File: src/rtl/atapi_irq_pkg.sv
package atapi_irq_pkg;
  localparam int DW = 8;
  localparam logic [1:0] TF_DEVCTL = 2'd0;
  localparam logic [1:0] TF_DRVSEL = 2'd1;
  localparam logic [1:0] TF_CMD    = 2'd2;
  localparam logic [1:0] TF_STATUS = 2'd3;
  // control register bit positions
  localparam int CB_HIIEN  = 7;
  localparam int CB_DSELN  = 5;
  localparam int CB_MASTER = 4;
  localparam int CB_HIRQ   = 3;
  localparam int CB_SHIEN  = 2;
  localparam logic [DW-1:0] CB_MASK = 8'hBC;
  // task-file bit positions
  localparam int DC_SRST = 2;
  localparam int DC_NIEN = 1;
  localparam int DS_DRV  = 4;
  // opcodes
  localparam logic [DW-1:0] OP_EXEMPT = 8'h08;
  localparam logic [DW-1:0] OP_PACKET = 8'hA0;
  localparam logic [DW-1:0] OP_DIAG   = 8'h90;
endpackage

File: src/rtl/atapi_tf_track.sv
module atapi_tf_track
  import atapi_irq_pkg::*;
(
  input  logic          clk,
  input  logic          rst,
  input  logic          host_wr,
  input  logic          host_rd,
  input  logic [1:0]    host_reg,
  input  logic [DW-1:0] host_wdata,
  input  logic          dsel_en_n,
  input  logic          master,
  input  logic          apkt_en,
  output logic          selected,
  output logic          nien_on,
  output logic          hif_set,
  output logic          hirq_clr
);
  logic drv_q, srst_q, nien_q;
  logic wr_dc, wr_ds, wr_cmd, rd_st, op_counts;

  assign wr_dc  = host_wr && (host_reg == TF_DEVCTL);
  assign wr_ds  = host_wr && (host_reg == TF_DRVSEL);
  assign wr_cmd = host_wr && (host_reg == TF_CMD);
  assign rd_st  = host_rd && (host_reg == TF_STATUS);

  always_ff @(posedge clk) begin
    if (rst) begin
      drv_q  <= 1'b0;
      srst_q <= 1'b0;
      nien_q <= 1'b0;
    end else begin
      if (wr_ds) drv_q <= host_wdata[DS_DRV];
      if (wr_dc) begin
        srst_q <= host_wdata[DC_SRST];
        nien_q <= host_wdata[DC_NIEN];
      end
    end
  end

  assign selected = !dsel_en_n && (drv_q == !master);
  assign nien_on  = !nien_q;

  assign op_counts = (host_wdata == OP_DIAG) ||
                     (selected && (host_wdata != OP_EXEMPT) &&
                      !((host_wdata == OP_PACKET) && apkt_en));

  assign hif_set  = (wr_dc && host_wdata[DC_SRST] && !srst_q) ||
                    (wr_cmd && op_counts);
  assign hirq_clr = (wr_dc && host_wdata[DC_SRST]) ||
                    (wr_cmd && selected) || (rd_st && selected);
endmodule

File: src/rtl/atapi_irq_flags.sv
module atapi_irq_flags
  import atapi_irq_pkg::*;
(
  input  logic          clk,
  input  logic          rst,
  input  logic          host_rst,
  input  logic          loc_wr,
  input  logic [DW-1:0] loc_wdata,
  input  logic          hif_set,
  input  logic          hif_clr,
  input  logic          hirq_set,
  input  logic          hirq_clr,
  output logic [DW-1:0] ctrl_q,
  output logic          hif_pend,
  output logic          hirq_flag
);
  always_ff @(posedge clk) begin
    if (rst) ctrl_q <= '0;
    else if (loc_wr) ctrl_q <= loc_wdata & CB_MASK;
  end

  always_ff @(posedge clk) begin
    if (rst || host_rst)  hif_pend <= 1'b0;
    else if (hif_clr)     hif_pend <= 1'b0;
    else if (hif_set)     hif_pend <= 1'b1;
  end

  always_ff @(posedge clk) begin
    if (rst || host_rst)  hirq_flag <= 1'b0;
    else if (hirq_clr)    hirq_flag <= 1'b0;
    else if (loc_wr)      hirq_flag <= loc_wdata[CB_HIRQ];
    else if (hirq_set)    hirq_flag <= 1'b1;
  end

  AST_HRST_CLEARS: assert property (@(posedge clk) disable iff (rst)
    host_rst |=> (!hif_pend && !hirq_flag));
  AST_HIF_CLR_WINS: assert property (@(posedge clk) disable iff (rst)
    hif_clr |=> !hif_pend);
  AST_HIRQ_CLR_WINS: assert property (@(posedge clk) disable iff (rst)
    hirq_clr |=> !hirq_flag);
endmodule

File: src/rtl/atapi_irq_drive.sv
module atapi_irq_drive (
  input  logic clk,
  input  logic rst,
  input  logic hirq_flag,
  input  logic selected,
  input  logic nien_on,
  input  logic shdc_flag,
  input  logic shien,
  input  logic hif_pend,
  input  logic hiien,
  output logic hirq_pin,
  output logic uproc_irq_n
);
  always_ff @(posedge clk) begin
    if (rst) begin
      hirq_pin    <= 1'b0;
      uproc_irq_n <= 1'b1;
    end else begin
      hirq_pin    <= hirq_flag && selected && nien_on;
      uproc_irq_n <= !((shdc_flag && shien) || (hif_pend && hiien));
    end
  end

  AST_PIN_NEEDS_SEL: assert property (@(posedge clk) disable iff (rst)
    !selected |=> !hirq_pin);
  AST_UIRQ_QUIET: assert property (@(posedge clk) disable iff (rst)
    (!hiien && !shien) |=> uproc_irq_n);
endmodule

File: src/rtl/atapi_irq_ctrl.sv
module atapi_irq_ctrl
  import atapi_irq_pkg::*;
(
  input  logic          clk,
  input  logic          rst,
  input  logic          host_rst,
  input  logic          host_wr,
  input  logic          host_rd,
  input  logic [1:0]    host_reg,
  input  logic [DW-1:0] host_wdata,
  input  logic          loc_wr,
  input  logic [DW-1:0] loc_wdata,
  input  logic          loc_stat_rd,
  input  logic          loc_clrbsy,
  input  logic          apkt_en,
  input  logic          pkt_done,
  input  logic          stat_done,
  input  logic          shdc_flag,
  output logic          drv_selected,
  output logic          hif_pend,
  output logic          hirq_flag,
  output logic          hirq_pin,
  output logic          uproc_irq_n
);
  logic [DW-1:0] ctrl_q;
  logic nien_on, hif_set, hirq_clr;

  atapi_tf_track u_track (
    .clk(clk), .rst(rst), .host_wr(host_wr), .host_rd(host_rd),
    .host_reg(host_reg), .host_wdata(host_wdata),
    .dsel_en_n(ctrl_q[CB_DSELN]), .master(ctrl_q[CB_MASTER]),
    .apkt_en(apkt_en), .selected(drv_selected), .nien_on(nien_on),
    .hif_set(hif_set), .hirq_clr(hirq_clr)
  );

  atapi_irq_flags u_flags (
    .clk(clk), .rst(rst), .host_rst(host_rst), .loc_wr(loc_wr),
    .loc_wdata(loc_wdata), .hif_set(hif_set),
    .hif_clr(loc_stat_rd || loc_clrbsy),
    .hirq_set(pkt_done || stat_done), .hirq_clr(hirq_clr),
    .ctrl_q(ctrl_q), .hif_pend(hif_pend), .hirq_flag(hirq_flag)
  );

  atapi_irq_drive u_drive (
    .clk(clk), .rst(rst), .hirq_flag(hirq_flag), .selected(drv_selected),
    .nien_on(nien_on), .shdc_flag(shdc_flag), .shien(ctrl_q[CB_SHIEN]),
    .hif_pend(hif_pend), .hiien(ctrl_q[CB_HIIEN]),
    .hirq_pin(hirq_pin), .uproc_irq_n(uproc_irq_n)
  );

  AST_DIAG_ANY_DRIVE: assert property (@(posedge clk) disable iff (rst)
    (host_wr && host_reg == TF_CMD && host_wdata == OP_DIAG &&
     !loc_stat_rd && !loc_clrbsy && !host_rst) |=> hif_pend);
  AST_EXEMPT_OP: assert property (@(posedge clk) disable iff (rst)
    (!hif_pend && host_wr && host_reg == TF_CMD && host_wdata == OP_EXEMPT)
      |=> !hif_pend);
  AST_STATUS_RD_CLR: assert property (@(posedge clk) disable iff (rst)
    (host_rd && host_reg == TF_STATUS && drv_selected) |=> !hirq_flag);
endmodule

File: config.mk
export PLATFORM = sky130hd
export DESIGN_NAME = atapi_irq_ctrl
export DESIGN_NICKNAME = d
export VERILOG_FILES = /design/src/rtl/atapi_irq_pkg.sv /design/src/rtl/atapi_tf_track.sv /design/src/rtl/atapi_irq_flags.sv /design/src/rtl/atapi_irq_drive.sv /design/src/rtl/atapi_irq_ctrl.sv
export SDC_FILE = /design/constraint.sdc
export NUM_CORES = 1
export LEC_CHECK = 0
export BUFFER_PORTS_ARGS = -buffer_cell sky130_fd_sc_hd__buf_2
export CAP_MARGIN = 5
export CORE_MARGIN = 4
export CORE_UTILIZATION = 35
export CTS_CLUSTER_DIAMETER = 30
export DETAILED_ROUTE_END_ITERATION = 7
export GPL_ROUTABILITY_DRIVEN = 0
export PLACE_DENSITY = 0.68
export SLEW_MARGIN = 40
export SYNTH_ARGS = -nofsm -noshare
export SYNTH_HDL_FRONTEND = slang
export SYNTH_SLANG_ARGS = --single-unit
File: constraint.sdc
create_clock -name clk -period 1.2 [get_ports clk]
set_input_delay 0.24 -clock clk [delete_from_list [all_inputs] [get_ports clk]]
set_output_delay 0.24 -clock clk [all_outputs]
set_load 0.05 [all_outputs]
; ---- Word level (Yosys, flattened, before mapping)
; Index checks and enable logic that the tools add are counted.
[word_totals]
ff_bits = 12
latch_bits = 0
ramBits = 0
romBits = 0
in_bits = 30
output_inout_bits = 5
wordCells = 52
memories = 0
[classes]
addsub = 0
multipliers = 0
div_mod_pow = 0
order_cmp = 0
eq_ne = 7
n_shift = 0
muxes = 2
n_bitwise = 0
reduce_logical = 35
[ops]
columns = cell, n
row1 = $logic_and A1 B1 Y1, 17
row2 = $eq A8 B8 Y1 const B, 2
row3 = $logic_or A1 B1 Y1, 8
row4 = $ne A8 B4 Y1 const B, 1
row5 = $logic_not A1 Y1, 6
row6 = $eq A2 B2 Y1 const B, 2
row7 = $reduce_or A2 Y1, 2
row8 = $eq A2 B1 Y1 const B, 1
row9 = $logic_not A2 Y1, 1
row10 = $mux W1, 2
row11 = $reduce_bool A2 Y1, 1
row12 = $eq A1 B1 Y1, 1

; ---- Depth between registers and ports, before layout
; Gate-level depths: netlist (run 1).
[logic_depth]
ltp_word = 8
mapped_depth = 4
mapped_depth_nobuf = 4

; ---- Cells and area by module
; From an unflattened synthesis (run 1), not the netlist that was laid out.
[unflattened]
cells_unflattened = 65
hier_area_um2 = 595.6
[by_module_without_submodules]
columns = module, instances, cells_per_inst, area_per_inst_um2, seq_area_each_um2
row1 = atapi_irq_flags, 1, 27, 291.5, 140.1
row2 = atapi_tf_track, 1, 31, 227.7, 60.1
row3 = atapi_irq_drive, 1, 5, 63.8, 40.0
row4 = atapi_irq_ctrl, 1, 2, 12.5, 0.0

; ---- Worst setup path after synthesis (run 1)
; No wires, ideal clock.
[synth_path]
path_type = register -> register
start = register u_track.drv_q
end = register u_flags.hirq_flag
setup_time_ns = 0.116
arrival_time_ns = 1.487
required_time_ns = 1.084
setup_slack_ns = -0.404
path_stages_with_launch = 5
path_buffers = 0
synth_period_minus_slack_ns = 1.604
path_cell_list = dfxtp_1 -> xnor2_1 -> nor2_1 -> nand3_1 -> and4_1
[synth_between]
elab_chain_cells = 6
word_cells_on_any_way = 7
classes_between = eq/ne (1) / reduce/logical (6)
[synth_rtl]
columns = item, line
row1 = "start, declared", atapi_tf_track.sv:18  ; logic drv_q, srst_q, nien_q;
row2 = "start signal, assigned", atapi_tf_track.sv:32  ; if (wr_ds) drv_q <= host_wdata[DS_DRV];
row3 = $eq A1 B1 Y1 (*), atapi_tf_track.sv:40  ; assign selected = !dsel_en_n && (drv_q == !master);
row4 = $logic_and A1 B1 Y1 (*), atapi_tf_track.sv:40
row5 = named net drv_selected, atapi_irq_ctrl.sv:19  ; output logic drv_selected,
row6 = $logic_and A1 B1 Y1, atapi_tf_track.sv:50  ; (wr_cmd && selected) || (rd_st && selected);
row7 = $logic_or A1 B1 Y1, atapi_tf_track.sv:49  ; assign hirq_clr = (wr_dc && host_wdata[DC_SRST]) ||
row8 = $logic_or A1 B1 Y1 (*), atapi_tf_track.sv:50
row9 = $reduce_or A2 Y1 (no line) (*), --
row10 = "end signal, assigned", atapi_irq_flags.sv:31  ; else if (loc_wr) hirq_flag <= loc_wdata[CB_HIRQ];
row11 = "end, declared", atapi_irq_flags.sv:15  ; output logic hirq_flag
; Mark *: on every way through the listed nets, which the timed path passes. The rest lies on a longest branch.
; A chain may end at the register's enable or synchronous reset.

; ---- Final worst setup path (run 1)
[layout_path]
start = register u_track.drv_q
end = output port drv_selected
[layout_between]
elab_chain_cells = 2
[layout_rtl]
columns = item, line
row1 = $eq A1 B1 Y1, atapi_tf_track.sv:40
row2 = $logic_and A1 B1 Y1, atapi_tf_track.sv:40
row3 = "end, declared", atapi_irq_ctrl.sv:19
; No other way between the ends.

==> results of run 1 <==
flip-flops by register name, indices dropped and copies added, names as in the netlist:
name / count
u_flags.ctrl_q: 4
u_drive.hirq_pin: 1
u_drive.uproc_irq_n: 1
u_flags.hif_pend: 1
u_flags.hirq_flag: 1
u_track.drv_q: 1
u_track.nien_q: 1
u_track.srst_q: 1
repair_timing:
item,CTS,global route
setup buffers,1,0
pin swaps,2,2
gates resized for setup,5,1
setup endpoints to repair,1,2
placed cells by master (no fill, tap or decap), types with 2 or more instances in the layout:
cell      instances
buf_2            29
nor2_1           10
dfxtp_1           9
mux2i_1           6
clkbuf_4          4
nor2b_1           3
nand2_1           3
buf_4             3
o21ai_0           2
dfxtp_2           2
worst max-delay path, cell delays in order (launching register included):
cell	delay, ps
dfxtp_2	330
xnor2_2	150
nor2_4	110
buf_6	170
cells by family after synthesis:
kind of cell,Yosys count,synth area share (%)
flip-flops,11,42.4
AND/OR/NAND/NOR,27,28.7
AO/OA/AOI/OAI,10,13.5
buffers and inverters,3,2.17
XOR/XNOR,1,1.69
multiplexers,6,11.6
worst paths after layout:
kind | slack (ps) | end | startpoint | cells past startpoint
setup / recovery | -60 | drv_selected | u_track.drv_q | 3
hold / removal | 210 | u_flags.ctrl_q[7] | loc_wdata[7] | 3
setup reg to reg | 110 | u_flags.hirq_flag | u_track.drv_q | 5
hold reg to reg | 470 | u_track.srst_q | u_track.srst_q | 2
per-layer routing:
metal	vias to the layer above	GRT usage [%]	wire [um]
met1	236	13.7	516
met5	-	0	0
met3	0	5.86	91
met4	0	5.11	0
met2	16	22.0	682
li1	276	-	-
area by class of cell:
cell class | instances | area [um^2] | area share (%)
sequential | 11 | 223 | 29.3
timing repair buffer | 34 | 186 | 24.5
inverter | 1 | 3.75 | 0.493
clock buffer | 4 | 26.3 | 3.45
tap | 15 | 18.8 | 2.47
multi-input combinational | 44 | 303 | 39.8
per-stage QoR:
step	power [uW]	setup TNS (ps)
6_report	790	-58.0
5_1_grt	842	-112
4_1_cts	803	-87.6
3_5_place_dp	545	-183
3_3_place_gp	542	-174
2_1_floorplan	476	-35.0
report_power, final:
| group | switching (uW) | leakage, uW | internal (uW) |
|---|---|---|---|
| clock | 112 | 0.0000150 | 128 |
| combinational | 79.7 | 0.000253 | 78.9 |
| sequential | 10.2 | 0.0000907 | 380 |
==> results.sh, run 1 <==
export IMPL_grt_max_degree=11
export IMPL_clkTransAtPathRegs_ps=70
export IMPL_end_kind="output pin"
export IMPL_syn_nets=88
export IMPL_drive_gt1_share_pct=47.9
export IMPL_hold_viol_final=0
export IMPL_syn_area_um2=519
export IMPL_areaGrowthSynthToFinish_pct=46.5
export IMPL_synth_commonest_cells="dfxtp_1 (11), nor2_1 (11), mux2i_1 (6)"
export IMPL_startpoint_type="flop"
export IMPL_die_w_um=46.5
export IMPL_design_area_um2=761
export IMPL_fp_row_count=13
export IMPL_wire_per_inst_um=11.8
export IMPL_synth_area_leaders="dfxtp_1 (42%), mux2i_1 (12%), nor2_1 (8.0%)"
export IMPL_whs_ps=213
export IMPL_p_leak_uw=0.000359
export IMPL_die_y_um=46.5
export IMPL_synth_area_leader_cell="dfxtp_1"
export IMPL_syn_area_per_cell_um2=8.95
export IMPL_cts_hold_buf=0
export IMPL_peakVddDrop_v=0.000658
export IMPL_clockBufferDepth=2
export IMPL_die_area_mm2=0.00216
export IMPL_insertion_delay_ps=270
export IMPL_setup_ws_ps=-58.0
export IMPL_critPathMaxFanout=2
export IMPL_max_slew_margin_pct=80.7
export IMPL_cap_violations=0
export IMPL_cts_made_buffers=3
export IMPL_cts_root_buf="clkbuf_4"
export IMPL_synthDistinctLibCells=27
export IMPL_antenna_found_initial=0
export IMPL_ys_warn_count=0
export IMPL_antenna_cells=0
export IMPL_placement_io_buffers=31
export IMPL_synth_seq_cells=11
export IMPL_vias=528
export IMPL_grt_overflow_total=0
export IMPL_initial_core_util_pct=38.5
export IMPL_ioPinCount=35
export IMPL_drt_vias_per_instance=4.84
export IMPL_rsz0062_at_grt="yes"
export IMPL_postPlaceCellArea_um2=708
export IMPL_synth_flop_cell="dfxtp_1"
export IMPL_status="complete, but fails checks"
export IMPL_cts_sinks=11
export IMPL_synth_edf_count=0
export IMPL_drtAntennaViolNets=0
export IMPL_setup_viol=1
export IMPL_max_freq_mhz=795
export IMPL_post_route_util_pct=56.3
export IMPL_coreArea_mm2=0.00135
export IMPL_grtUsageTotal_pct=12.9
export IMPL_tightest_slew_ps=287
export IMPL_synth_cells=58
export IMPL_dr_pass1_iters=4
export IMPL_power_density_mw_per_mm2=1040
export IMPL_async_flop_share_pct=0
export IMPL_grt_pass1_vias=474
export IMPL_min_path_type="input port to flop"
export IMPL_crit_type="flop to output pin"
export IMPL_final_cells=109
export IMPL_drv_slew=0
export IMPL_routed_wirelength_um=1290
export IMPL_dp_hpwl_um=1040
export IMPL_post_place_cells=104
export IMPL_yosysTopAreaCellShare_pct=42.4
export IMPL_fin_nets=125
export IMPL_cts_tree="yes"
export IMPL_violations="negative setup slack"
export IMPL_cp_arrival_ps=1020
export IMPL_dp_slack_ps=-183
export IMPL_min_period_ps=1260
export IMPL_skew_ps=5.55
export IMPL_first_iter_violations=5
export IMPL_fillCellCount=134
export IMPL_drc=0
export IMPL_crit_required_ps=960
export IMPL_ys_seq_area_share_pct=42.4
export IMPL_htree_levels=1
export IMPL_post_route_period_util_pct=105
export IMPL_grt_pass1_wl_um=1890
Note: power is estimated with default switching activity, not from simulation.
==> inputs of run 2 (changes only) <==
--- a/config.mk
+++ b/config.mk
@@ -12,7 +12,7 @@
 export CTS_CLUSTER_DIAMETER = 30
 export DETAILED_ROUTE_END_ITERATION = 7
 export GPL_ROUTABILITY_DRIVEN = 0
-export PLACE_DENSITY = 0.68
+export PLACE_DENSITY_LB_ADDON = 0.1
 export SLEW_MARGIN = 40
 export SYNTH_ARGS = -nofsm -noshare
 export SYNTH_HDL_FRONTEND = slang
==> run 2 against run 1 <==
Effect of this change: the flow still finishes with violations (negative setup slack); global-route usage down 0.13 points; power grew 1.5%; core utilization increased by 1.9 points; largest power group unchanged; flip-flop and latch count unchanged.
==> results.sh, run 2 (synthesized netlist as in run 1, its figures left out) <==
export IMPL_status="complete, but fails checks"
export IMPL_violations="negative setup slack"
export IMPL_p_leak_uw=0.000376
export IMPL_rsz0062_at_grt="yes"
export IMPL_end_kind="output pin"
export IMPL_skew_ps=5.52
export IMPL_grt_max_degree=10
export IMPL_final_common_cell="buf_2"
export IMPL_postPlaceCellArea_um2=716
export IMPL_crit_required_ps=960
export IMPL_routed_wirelength_um=1300
export IMPL_peakVddDrop_v=0.000568
export IMPL_critPathMaxFanout=2
export IMPL_fp_row_count=13
export IMPL_cp_arrival_ps=1030
export IMPL_drive_gt1_share_pct=49.0
export IMPL_post_route_period_util_pct=106
export IMPL_largest_register_ffs=4
export IMPL_max_freq_mhz=790
export IMPL_setup_ws_ps=-66.0
export IMPL_grt_pass1_wl_um=1910
export IMPL_design_area_um2=786
export IMPL_cts_tree="yes"
export IMPL_antenna_cells=0
export IMPL_grt_pass1_vias=498
export IMPL_drtAntennaViolNets=0
export IMPL_dp_slack_ps=-194
export IMPL_whs_ps=211
export IMPL_tightest_slew_ps=254
export IMPL_placement_io_buffers=31
export IMPL_setup_viol=1
export IMPL_die_y_um=46.5
export IMPL_cts_root_buf="clkbuf_4"
export IMPL_initial_core_util_pct=38.5
export IMPL_grtUsageTotal_pct=12.8
export IMPL_cts_hold_buf=0
export IMPL_cts_sinks=11
export IMPL_clkTransAtPathRegs_ps=70
export IMPL_insertion_delay_ps=260
export IMPL_startpoint_type="flop"
export IMPL_coreArea_mm2=0.00135
export IMPL_post_route_util_pct=58.2
export IMPL_clockBufferDepth=2
export IMPL_areaGrowthSynthToFinish_pct=51.3
export IMPL_fin_nets=127
export IMPL_drc=0
export IMPL_dr_pass1_iters=2
export IMPL_drv_slew=0
export IMPL_die_w_um=46.5
export IMPL_cap_violations=0
export IMPL_top_register="u_flags.ctrl_q"
export IMPL_layout_common_cells="buf_2 (30), nor2_1 (10), dfxtp_1 (9)"
export IMPL_antenna_found_initial=0
export IMPL_vias=521
export IMPL_power_density_mw_per_mm2=1020
export IMPL_drt_vias_per_instance=4.69
export IMPL_wire_per_inst_um=11.7
export IMPL_first_iter_violations=2
export IMPL_min_path_type="input port to flop"
export IMPL_dp_hpwl_um=1050
export IMPL_hold_viol_final=0
export IMPL_htree_levels=1
export IMPL_cts_made_buffers=3
export IMPL_die_area_mm2=0.00216
export IMPL_grt_overflow_total=0
export IMPL_ioPinCount=35
export IMPL_min_period_ps=1270
export IMPL_max_slew_margin_pct=82.9
export IMPL_crit_type="flop to output pin"
export IMPL_rrSetupSlack_ps=40
export IMPL_tns_ps=-66.0
run 2: cell count changes in the layout (fill, tap and decap cells not counted):
cell,previous run,this run
nor4b_4,0,1
nor4b_2,1,0
clkbuf_4,4,3
buf_2,29,30
buf_6,1,0
buf_8,0,1
buf_4,3,5
run 2: metal layers:
layer  wire, um  up-vias  global-route usage, %
li1           -      281                      -
met3        122        0                   5.86
met1        564      220                   15.2
met4          0        0                   3.41
met2        614       20                   20.6
met5          0        -                      0
run 2: worst max-delay path, cell delays in order, from the launching register on:
cell and delay [ps]:
dfxtp_2 330, xnor2_2 150, nor2_4 130, buf_8 160
run 2: per-stage QoR:
step / power [uW] / cells
floorplan: 476 / 58
global placement: 545 / 105
detailed placement: 547 / 105
CTS: 806 / 110
global route: 855 / 111
finish: 801 / 111
run 2: final timing paths:
kind | from | to | depth (start not counted)
hold reg to reg | u_track.srst_q | u_track.srst_q | 2
setup reg to reg | u_track.drv_q | u_flags.hirq_flag | 6
setup / recovery | u_track.drv_q | drv_selected | 3
hold / removal | loc_wdata[5] | u_flags.ctrl_q[5] | 3
run 2: where the power goes:
part           switching, uW  total (uW)  internal [uW]  leakage, uW
registers               9.09         389            380    0.0000907
clock network            113         241            128    0.0000150
logic                   83.6         171           87.3     0.000271
total                    206         801            596     0.000376
run 2: repair_timing:
action | 4_1_cts | 5_1_grt
setup buffers | 1 | 1
gates resized for setup | 5 | 2
pin swaps | 2 | 3
setup endpoints to repair | 1 | 2
run 2: cell type report:
class / count / area [um^2]
Clock buffer: 4 / 26.3
Fill cell: 133 / 564
Inverter: 1 / 3.75
Multi-Input combinational cell: 44 / 312
Sequential cell: 11 / 223
Tap cell: 15 / 18.8
Timing Repair Buffer: 36 / 203
